[src/rtl/uvr_pkg.sv]
package uvr_pkg;

  typedef enum logic {
    ST_HOLD = 1'b0,
    ST_RUN  = 1'b1
  } rstState_e;

  typedef struct packed {
    logic detInc;
    logic detClr;
    logic rcvInc;
    logic rcvClr;
  } cntStrobe_t;

endpackage

[src/rtl/uvr_datapath.sv]
module uvr_datapath
  import uvr_pkg::*;
#(
  parameter int DET_CYCLES = 1000,
  parameter int RCV_CYCLES = 500000,
  parameter int NUM_HS     = 3
) (
  input  logic              clk,
  input  logic              arstN,
  input  cntStrobe_t        strobe,
  input  logic              sysRstN,
  input  logic              overTemp,
  input  logic [NUM_HS-1:0] hsReq,
  input  logic              busOff,
  output logic              detDone,
  output logic              rcvDone,
  output logic [NUM_HS-1:0] hsEn,
  output logic              busClose
);

  localparam int DET_W = $clog2(DET_CYCLES + 1);
  localparam int RCV_W = $clog2(RCV_CYCLES + 1);
  localparam logic [DET_W-1:0] DET_LAST = DET_W'(DET_CYCLES - 1);
  localparam logic [RCV_W-1:0] RCV_LAST = RCV_W'(RCV_CYCLES - 1);

  logic [DET_W-1:0] detCnt;
  logic [RCV_W-1:0] rcvCnt;

  // detection filter counter
  always_ff @(posedge clk or negedge arstN) begin
    if (!arstN)             detCnt <= '0;
    else if (strobe.detClr) detCnt <= '0;
    else if (strobe.detInc) detCnt <= detCnt + 1'b1;
  end

  // recovery hold counter
  always_ff @(posedge clk or negedge arstN) begin
    if (!arstN)             rcvCnt <= '0;
    else if (strobe.rcvClr) rcvCnt <= '0;
    else if (strobe.rcvInc) rcvCnt <= rcvCnt + 1'b1;
  end

  assign detDone = (detCnt == DET_LAST);
  assign rcvDone = (rcvCnt == RCV_LAST);

  // per-channel gating of the high-side requests
  for (genvar g = 0; g < NUM_HS; g++) begin : gHsGate
    assign hsEn[g] = sysRstN & hsReq[g];
  end

  // bus switch falls back to closed when its input is ignored
  always_comb begin
    if (sysRstN && !overTemp) busClose = ~busOff;
    else                      busClose = 1'b1;
  end

endmodule

[src/rtl/uvr_control.sv]
module uvr_control
  import uvr_pkg::*;
(
  input  logic       clk,
  input  logic       arstN,
  input  logic       uvDet,
  input  logic       uvOk,
  input  logic       forceRst,
  input  logic       detDone,
  input  logic       rcvDone,
  output cntStrobe_t strobe,
  output logic       sysRstN
);

  rstState_e state, stateNext;

  always_ff @(posedge clk or negedge arstN) begin
    if (!arstN) state <= ST_HOLD;
    else        state <= stateNext;
  end

  always_comb begin
    stateNext = state;
    strobe    = '0;
    unique case (state)
      ST_RUN: begin
        strobe.rcvClr = 1'b1;
        if (forceRst) begin
          strobe.detClr = 1'b1;
          stateNext     = ST_HOLD;
        end else if (uvDet) begin
          if (detDone) begin
            strobe.detClr = 1'b1;
            stateNext     = ST_HOLD;
          end else begin
            strobe.detInc = 1'b1;
          end
        end else begin
          strobe.detClr = 1'b1;
        end
      end
      ST_HOLD: begin
        strobe.detClr = 1'b1;
        if (forceRst || !uvOk) begin
          strobe.rcvClr = 1'b1;
        end else if (rcvDone) begin
          strobe.rcvClr = 1'b1;
          stateNext     = ST_RUN;
        end else begin
          strobe.rcvInc = 1'b1;
        end
      end
      default: stateNext = ST_HOLD;
    endcase
  end

  assign sysRstN = (state == ST_RUN);

endmodule

[src/rtl/uvr_top.sv]
module uvr_top
  import uvr_pkg::*;
#(
  parameter int DET_CYCLES = 1000,
  parameter int RCV_CYCLES = 500000,
  parameter int NUM_HS     = 3
) (
  input  logic              clk,
  input  logic              arstN,
  input  logic              uvDet,
  input  logic              uvOk,
  input  logic              forceRst,
  input  logic              overTemp,
  input  logic [NUM_HS-1:0] hsReq,
  input  logic              busOff,
  output logic              sysRstN,
  output logic [NUM_HS-1:0] hsEn,
  output logic              busClose
);

  cntStrobe_t strobe;
  logic       detDone;
  logic       rcvDone;

  uvr_control uCtl (
    .clk      (clk),
    .arstN    (arstN),
    .uvDet    (uvDet),
    .uvOk     (uvOk),
    .forceRst (forceRst),
    .detDone  (detDone),
    .rcvDone  (rcvDone),
    .strobe   (strobe),
    .sysRstN  (sysRstN)
  );

  uvr_datapath #(
    .DET_CYCLES (DET_CYCLES),
    .RCV_CYCLES (RCV_CYCLES),
    .NUM_HS     (NUM_HS)
  ) uDp (
    .clk      (clk),
    .arstN    (arstN),
    .strobe   (strobe),
    .sysRstN  (sysRstN),
    .overTemp (overTemp),
    .hsReq    (hsReq),
    .busOff   (busOff),
    .detDone  (detDone),
    .rcvDone  (rcvDone),
    .hsEn     (hsEn),
    .busClose (busClose)
  );

endmodule

[config.mk]
export PLATFORM = sky130hd
export DESIGN_NAME = uvr_top
export DESIGN_NICKNAME = d
export VERILOG_FILES = /design/src/rtl/uvr_pkg.sv /design/src/rtl/uvr_datapath.sv /design/src/rtl/uvr_control.sv /design/src/rtl/uvr_top.sv
export SDC_FILE = /design/constraint.sdc
export NUM_CORES = 1
export LEC_CHECK = 0
export BUFFER_PORTS_ARGS = -buffer_cell sky130_fd_sc_hd__buf_2
export CORE_UTILIZATION = 45
export CTS_BUF_LIST = sky130_fd_sc_hd__clkbuf_4
export CTS_CLUSTER_DIAMETER = 100
export DETAILED_ROUTE_END_ITERATION = 10
export PLACE_DENSITY_LB_ADDON = 0.3
export RECOVER_POWER = 100
export SLEW_MARGIN = 30
export SYNTH_ARGS = -nofsm -noshare
export SYNTH_HDL_FRONTEND = slang
export SYNTH_HIERARCHICAL = 1
export SYNTH_SLANG_ARGS = --single-unit
[constraint.sdc]
create_clock -name clk -period 2.9 [get_ports clk]
set_input_delay 0.29 -clock clk [delete_from_list [all_inputs] [get_ports clk]]
set_output_delay 0.29 -clock clk [all_outputs]
set_load 0.005 [all_outputs]
==> impl_summary.txt <==
----------------------------------------------------
[STA]
  Worst Clk Skew ... 9.85 ps
  Final Hold Vio Count ... 0
  Slew @ Worst Pin ... 1580 ps
  Setup repair after global routing missed its margin ... false
  Setup violation total in the final timing report ... 0
  Maximum frequency from static timing analysis ... 371 MHz
  Slew Limit Fails ... 31
  Ratio of final minimum period to clock period ... 92.9%
  Worst relative slew slack ... -5.58%
  Minimum clock period after layout ... 2690 ps
  Total Negative Setup Slacks ... 0 ps

[Synthesis]
  Net count of the mapped netlist ... 181
  Mapped cell area ... 1630 um2
  Cells after synthesis ... 169
  Top-count cell post-synth ... dfrtp_1
  Area share of the leading cell type in the synthesized netlist ... 46.2%
  Number of library cell types mapped by synthesis ... 37
  Proportion of synthesized flip-flops having asynchronous set or reset ... 100%
  Area contributors post-synth ... dfrtp_1, xor2_1, nor2_1
  Most frequently used flop master after synthesis ... dfrtp_1
  Post-synthesis sequential area ratio ... 46.2%
  Number of warning messages in the yosys log ... 6
  Number of enable-type register cells in the synthesized netlist ... 0
  Avg Cell Area, Syn ... 9.62 um2
  Flip-flop and latch count after synthesis ... 30
  Synth cell count leaders ... dfrtp_1, nor2_1, nand2_1, xor2_1, a21oi_1
  Post-synthesis cell type with the largest combined area ... dfrtp_1

[Floorplanning]
  Standard-cell rows ... 21
  Effective utilization at floorplan ... 48.0%
  Die area ... 3860 um2
  Area inside the core boundary ... 3390 um2
  Vertical die dimension ... 62.1 um
  Count of boundary I/O pins ... 15
  Floorplan die width ... 62.1 um

[Worst setup path]
  Number of buffer and inverter stages on the critical path ... 0
  Crit path kind ... register to register
  Arrival time at the worst endpoint ... 2910 ps
  Slowest Stage Delay on Critical Path ... 650 ps
  Worst Path Max Fanout ... 3
  Crit path required time ... 3120 ps
  Sort of element at the end of the critical path ... register
  Startpoint type of the worst setup path ... register
  CP cell instances ... or4_2, nor4_1, or3_1, o21ai_0, or4_4, nor3_1, mux2_2
  Critical path's top delay family ... simple AND/OR/NAND/NOR gates
  Slowest CP cell ... or4_2

[Clocking]
  # Post-CTS Setup Buffers ... 0
  Number of sinks handled by clock tree synthesis ... 30
  Latest clock arrival within the worst-skew pair ... 330 ps
  Cell at the root of the clock tree ... clkbuf_4
  TritonCTS clock tree ... yes
  Number of levels in the clock H-tree ... 2
  Maximum clock insertion buffer count ... 2
  Clock-pin slew of the registers on the worst-case setup and hold paths ... 100 ps
  Cts bufs inserted ... 5

[Drt]
  Post-route antenna net violation count ... 0
  Routed length per placed instance ... 12.9 um
  Number of DRC markers in iteration 0 ... 81
  DRC viols ... 0
  First-pass detailed-route iteration total ... 4
  Detailed-route via count ... 1301
  Per-cell via count in the routed design ... 5.44
  Aggregate routed wire length ... 3080 um

[Job]
  Number of max-capacitance violations reported ... 1

[Layout]
  Register Area ... 751 um2
  Area added between synthesis and finish ... 11.9%
  Antenna diode instance count ... 0
  Area of the multi-input gates ... 812 um2
  Layout filler cell count ... 300
  Final net count ... 204
  Layout cell share with drive strength beyond 1 ... 17.1%
  Non-filler cells in the finished layout ... 239

[Global route]
  Number of antenna violations at the first check in global routing ... 0
  Global-route wire length before repair ... 5680 um
  Maximum number of pins on one net before global-route repair ... 31
  GR Util All Layers ... 18.6%
  Number of global-route vias before repair ... 1305
  Remaining global-route overflow ... 0

[Outcome]
  Status ... finished with violations
  Violations in the final reports ... capacitance limit, slew limit

[Power]
  Leakage power total ... 0.746 nW
  Highest ir drop seen on vdd ... 0.217 mV
  Power Density ... 374 nW/um2

[Placement]
  Sum of net half-perimeters after detailed placement ... 2230 um
  Placed insts ... 230
  Routability Congestion ... 0.815
  Port-buffer cells ... 14

[Min path]
  HP Class ... primary input to register

----------------------------------------------------
[power breakdown]
group          internal (mW)  leakage, nW  switching [mW]  total [mW]
sequential             0.419        0.419        0.000664       0.419
combinational        0.00975        0.299          0.0178      0.0275
clock                 0.0899       0.0286           0.143       0.233
[worst paths after layout]
kind	from	depth (start not counted)	slack, ps	to
setup / recovery	uDp/rcvCnt[12]	7	210	uDp/rcvCnt[18]
hold / removal	forceRst	2	120	uCtl/sysRstN
setup reg to reg	uDp/rcvCnt[12]	7	210	uDp/rcvCnt[18]
hold reg to reg	uDp/detCnt[8]	2	550	uDp/detCnt[8]
max in group asynchronous	arstN	2	1100	uDp/rcvCnt[6]
min in group asynchronous	arstN	2	880	uDp/rcvCnt[12]
[area by class of cell]
class	instances	area share (%)
Clock buffer	5	2.06
Inverter	4	0.825
Multi-Input combinational cell	128	44.6
Timing Repair Buffer	23	7.15
Sequential cell	30	41.3
Clock inverter	3	0.894
Tap cell	46	3.16
[flip-flops by register name, summed over array words and instances, names as in the netlist]
register      count
uDp/detCnt       10
uDp/rcvCnt       19
uCtl/sysRstN      1
[metal layers]
metal  part of all wire [%]  vias to the layer above  GRT usage (%)
li1                       -                      651              -
met1                     46                      618           22.3
met2                     48                       23           31.0
met3                    4.4                        9           6.07
met4                    1.8                        0           6.98
met5                      0                        -              0
[placed cells by master, fill, tap and decap left out, types with 5 or more instances in the layout]
| cell type | n |
|---|---|
| xor2_1 | 11 |
| nor3_1 | 7 |
| buf_2 | 12 |
| nand2_1 | 11 |
| nand4_1 | 8 |
| a21oi_1 | 9 |
| dfrtp_1 | 30 |
| or3_1 | 5 |
| nand3_1 | 8 |
| buf_4 | 6 |
| clkbuf_4 | 5 |
| o21ai_0 | 7 |
| nor2_1 | 22 |
| xnor2_1 | 7 |
[logic make-up after synthesis]
kind of cell    share of synthesized area (%)
flops                                    46.2
compound gates                           7.01
xor+xnor                                 9.70
simple gates                             29.8
mux                                      1.92
buf+inv                                  3.85
fa+ha+maj                                1.54
[per-stage QoR]
stage | utilization [%] | total power, mW | worst slack (ps) | instance area, um2 | hold WS [ps]
2_1_floorplan | - | 0.440 | 117 | 1630 | -5.59
3_3_place_gp | 52.1 | 0.454 | 268 | 1770 | 350
3_5_place_dp | 52.1 | 0.455 | 216 | 1770 | 364
4_1_cts | 54.0 | 0.692 | 179 | 1830 | 110
5_1_grt | 53.7 | 0.713 | 4.56 | 1820 | 114
6_report | 53.7 | 0.680 | 205 | 1820 | 123
[repair_timing]
action,in CTS,in global routing
endpoints found under the setup margin,0,0
hold buffers,1,0
gates resized for setup,0,0
hold endpoints to repair,18,0
[worst register-to-register path, stage by stage (launching register included)]
cell and delay (ps):
dfrtp_1 380, or4_2 650, nor4_1 310, or3_1 180, o21ai_0 110, or4_4 430, nor3_1 160, mux2_2 350
(Power assumes the default switching activity.)
